`src/rtl/irq_prio_arb.sv`:
```
module irq_prio_arb #(
  parameter int NSRC  = 8,
  parameter int LVL_W = 3
) (
  input  logic                     clk,
  input  logic                     rst_n,
  input  logic [NSRC-1:0]          req_i,
  input  logic                     wr_en,
  input  logic                     wr_sel,
  input  logic [$clog2(NSRC)-1:0]  wr_addr,
  input  logic [LVL_W-1:0]         wr_data,
  input  logic                     gie_i,
  input  logic [LVL_W-1:0]         ipl_i,
  output logic                     irq_valid,
  output logic [$clog2(NSRC)-1:0]  irq_idx,
  output logic [LVL_W-1:0]         irq_level,
  input  logic                     irq_ack
);
  localparam int IDX_W = $clog2(NSRC);

  logic [NSRC-1:0]  pend_q;
  logic [LVL_W-1:0] lvl_q [NSRC];
  logic [NSRC-1:0]  qual, ack_hit, sw_clr, lvl_we;

  for (genvar i = 0; i < NSRC; i++) begin : g_src
    assign qual[i]    = gie_i && pend_q[i] && (lvl_q[i] > ipl_i);
    assign ack_hit[i] = irq_ack && irq_valid && (irq_idx == IDX_W'(i));
    assign sw_clr[i]  = wr_en && wr_sel && (wr_addr == IDX_W'(i)) && !wr_data[0];
    assign lvl_we[i]  = wr_en && !wr_sel && (wr_addr == IDX_W'(i));

    always_ff @(posedge clk or negedge rst_n) begin
      if (!rst_n)                        pend_q[i] <= 1'b0;
      else if (req_i[i])                 pend_q[i] <= 1'b1;
      else if (ack_hit[i] || sw_clr[i])  pend_q[i] <= 1'b0;
    end

    always_ff @(posedge clk or negedge rst_n) begin
      if (!rst_n)         lvl_q[i] <= '0;
      else if (lvl_we[i]) lvl_q[i] <= wr_data;
    end

    p_set_r2: assert property (@(posedge clk) disable iff (!rst_n)
      req_i[i] |=> pend_q[i]);
    p_ack_clear_r6: assert property (@(posedge clk) disable iff (!rst_n)
      (ack_hit[i] && !req_i[i]) |=> !pend_q[i]);
    p_one_ignored_r8: assert property (@(posedge clk) disable iff (!rst_n)
      (!pend_q[i] && !req_i[i] && wr_en && wr_sel && wr_addr == IDX_W'(i)) |=> !pend_q[i]);
    p_lvl_hold_r9: assert property (@(posedge clk) disable iff (!rst_n)
      !lvl_we[i] |=> $stable(lvl_q[i]));
    p_lvl_write_no_flag_r9: assert property (@(posedge clk) disable iff (!rst_n)
      (lvl_we[i] && !req_i[i] && !ack_hit[i]) |=> pend_q[i] == $past(pend_q[i]));
  end

  always_comb begin
    irq_valid = 1'b0;
    irq_idx   = '0;
    irq_level = '0;
    for (int i = 0; i < NSRC; i++) begin
      if (qual[i] && lvl_q[i] > irq_level) begin
        irq_valid = 1'b1;
        irq_idx   = IDX_W'(i);
        irq_level = lvl_q[i];
      end
    end
  end

  p_gie_gate_r3: assert property (@(posedge clk) disable iff (!rst_n)
    irq_valid |-> gie_i);
  p_above_ipl_r4: assert property (@(posedge clk) disable iff (!rst_n)
    irq_valid |-> irq_level > ipl_i);
  p_level_match_r10: assert property (@(posedge clk) disable iff (!rst_n)
    irq_valid |-> irq_level == lvl_q[irq_idx]);
  p_single_ack_r6: assert property (@(posedge clk) disable iff (!rst_n)
    $onehot0(ack_hit));
endmodule

```
`config.mk`:
```
export PLATFORM = sky130hd
export DESIGN_NAME = irq_prio_arb
export DESIGN_NICKNAME = d
export VERILOG_FILES = /design/src/rtl/irq_prio_arb.sv
export SDC_FILE = /design/constraint.sdc
export NUM_CORES = 1
export LEC_CHECK = 0
export BUFFER_PORTS_ARGS = -buffer_cell sky130_fd_sc_hd__buf_2
export CORE_MARGIN = 2
export CORE_UTILIZATION = 55
export DETAILED_ROUTE_END_ITERATION = 7
export MAX_ROUTING_LAYER = met4
export PLACE_DENSITY = 0.75
export SLEW_MARGIN = 20
export SYNTH_ARGS = -nofsm -noshare
export SYNTH_HDL_FRONTEND = slang
export SYNTH_SLANG_ARGS = --single-unit
```
`constraint.sdc`:
```
create_clock -name clk -period 23.7 [get_ports clk]
set_input_delay 4.74 -clock clk [delete_from_list [all_inputs] [get_ports clk]]
set_output_delay 4.74 -clock clk [all_outputs]
set_load 0.01 [all_outputs]
```
==> results.md <==
- Status: finished, final reports clean
- Area growth syn-to-layout: 10.6%
- Postcts setup bufs: 0
- Max VDD drop: 0.0562 mV
- Met3 Usage GRT: 4.25%
- Slew Viols, Final: 0
- Drt total wl: 7720 µm
- Max Buffers Root-to-Sink: 2
- Maximum fanout along the worst path: 10
- Hold Path Depth: 1
- Die area: 6090 µm²
- Met1 usage: 39.1%
- PwrDens: 97.9 nW/µm²
- Post-CTS Hold Buffers: 0
- Post-Synth XOR/XNOR Area: 0%
- Share of layout cells above drive strength 1: 24.7%
- Final net count: 423
- Unrepaired setup endpoints after global routing: no
- Clk slew on worst S/H paths: 70 ps
- Crit share post-route: 89.8%
- Yosys top cell area share: 26.5%
- Netlist cell types: 67
- Startpoint types: primary input
- CP Data Required Time: 18960 ps
- H-tree depth: 2
- Final setup margin: 2420 ps
- Worst hold start: pend_q[7]
- FF-to-FF Start: lvl_q[22]
- CTS resizes: 0
- Top cells by area, synth: dfrtp_1 (27%), ha_1 (17%), mux2_2 (8.2%)
- Worst reg2reg setup slack: 11910 ps
- Area of the mapped netlist: 3020 µm²
- Critical path arrival: 16540 ps
- CP dominant cell by count: ha_1
- PnR Total Power: 0.326 mW
- Routed via count: 2666
- Largest area contributor in the netlist: dfrtp_1
- Seq/Total Area, Yosys: 26.5%
- Rel. slew slack: 51.2%
- Detail Placement HPWL: 5860 µm
- Hold path endpoint: pend_q[7]
- Setup_tns: 0 ps
- Residual DRC: 0
- Die height: 78.1 µm
- Placer Congestion: 0.926
- #FFs+latches synth: 32
- Commonest non-fill, non-tap cell in the layout: ha_1
- Largest net degree at the start of global routing: 33
- Gr usage total: 28.9%
- Worst slack, placed: 2580 ps
- Static leakage: 1.50 nW
- CP Class: primary input to output port
- First-pass DRT Iterations: 4
- Initial Util: 58.0%
- Vias in the first global route: 2658
- Post-Synth Adder-Cell Area: 16.6%
- CTS Sinks: 32
- Reg2Reg Capture Point: pend_q[1]
- CP max-delay cell: mux2_2
- # IOs: 30
- Compound-gate portion of the synthesized area: 21.8%
- Fin. Hold Viols: 0
- Crit path largest cell delay: 400 ps
- Syn_area_per_cell: 9.17 µm²
- Placed cell areas: 3220 µm²
- Post-route cell area: 3340 µm²
- Largest family of logic cells by synthesized area: simple AND/OR/NAND/NOR gates
- Max-Cap Viols: 0
- Synth Instances: 329
- First-pass GRT wire length: 13300 µm
- Fmax: 0.0470 GHz
- Post-synth ARST share: 100%
- Most frequent cells in the layout: ha_1 (40), dfrtp_1 (32), nand2_1 (30)
- Min cycle time layout: 21280 ps
- Register-to-Register Path Depth: 53
- Routed Antenna Nets: 0
- Post-synthesis mux area share: 9.21%
- Initial antenna violation count: 0
- Worst min path class: flop to flop
- GRT overflow: 0
- Post-synthesis simple-gate area fraction: 22.1%
- Vias per cell: 6.19
- CTS buffer count: 5
- DIE WIDTH: 78.1 µm
- Top Usage Layer GRT: met2
- Clk root buf: clkbuf_8
- M2 GR Usage: 44.9%
- Crit. End Element: output port
- Fillers: 446
- Final Setup Violations: 0
- I/O Buffers: 29
- Core Area: 5200 µm²
- Actual slew at the worst max-slew pin: 733 ps
- CTS tree: yes
- Top_reg_cell synth: dfrtp_1
- DRC marker count from the first detailed-route iteration: 216
- Worst clock skew: 5.32 ps
- Syn Nets: 392
- Later-pin clock latency in the skew report: 290 ps
- Row count: 26
- Post-synth EDFFs: 0
- Avg WL per Cell: 17.9 µm
- Number of diodes: 0
- Synth Warn #: 0
## worst max-delay path, delay by kind of cell
family | cells | cell delay [ps]
AND/OR/NAND/NOR | 22 | 3840
AO/OA/AOI/OAI | 16 | 3230
adder cells (fa/ha/maj) | 8 | 2210
multiplexers | 5 | 1790
buffers and inverters | 5 | 710
## where the power goes
part	switching, mW	leakage, nW	internal (mW)
clock	0.0228	0.0541	0.0311
combinational	0.109	1.09	0.0832
sequential	0.0138	0.365	0.0663
total	0.146	1.50	0.181
## how the worst max path moves through the flow
stage	endpoint	depth (start not counted)	start
2_1_floorplan	irq_valid	53	ipl_i[1]
3_3_place_gp	irq_valid	53	ipl_i[1]
3_5_place_dp	irq_valid	55	ipl_i[1]
4_1_cts	irq_valid	56	ipl_i[1]
5_1_grt	irq_valid	56	ipl_i[1]
6_report	irq_valid	56	ipl_i[1]
## through the flow
stage,util (%),std cells,hold slack (ps)
2_1_floorplan,-,329,479
3_3_place_gp,61.9,423,490
3_5_place_dp,61.9,423,513
4_1_cts,64.1,431,530
5_1_grt,64.1,431,541
6_report,64.1,431,534
## cell usage after synthesis, types with 3 or more instances
cell type  instances
or2_2              3
nand3b_1           6
mux2_2            22
nand2b_1           4
o21a_1             5
or3_1              5
o21ai_0           23
ha_1              40
dfrtp_1           32
nand2_1           30
inv_1             23
nor2_1            19
a21oi_1           21
nand3_1           19
mux2i_1            3
nor2b_1            4
nor3_1             4
## kinds of logic (layout without fill, tap and decap cells)
logic type               after synthesis  after routing
buffers and inverters                 28             60
multiplexers                          25             25
flip-flops                            32             32
adder cells (fa/ha/maj)               40             40
AND/OR/NAND/NOR                      115            115
AO/OA/AOI/OAI                         89             89
## metal layers
metal  vias to the layer above  routed length, µm
li1                       1289                  -
met1                      1268               3680
met2                        88               3490
met3                        21                344
met4                         0                203
met5                         -                  0
## final cells by class
cell class | instances | area, µm² | area share (%)
Tap cell | 70 | 87.6 | 2.63
Sequential cell | 32 | 801 | 24.0
Inverter | 23 | 86.3 | 2.59
Clock buffer | 5 | 68.8 | 2.06
Multi-Input combinational cell | 269 | 2100 | 63.1
Clock inverter | 3 | 42.5 | 1.28
Timing Repair Buffer | 29 | 145 | 4.35
## registers in the layout, indices dropped and copies added (netlist names)
| name | flops |
|---|---|
| lvl_q | 24 |
| pend_q | 8 |
Power figures use the tool's default switching activity.
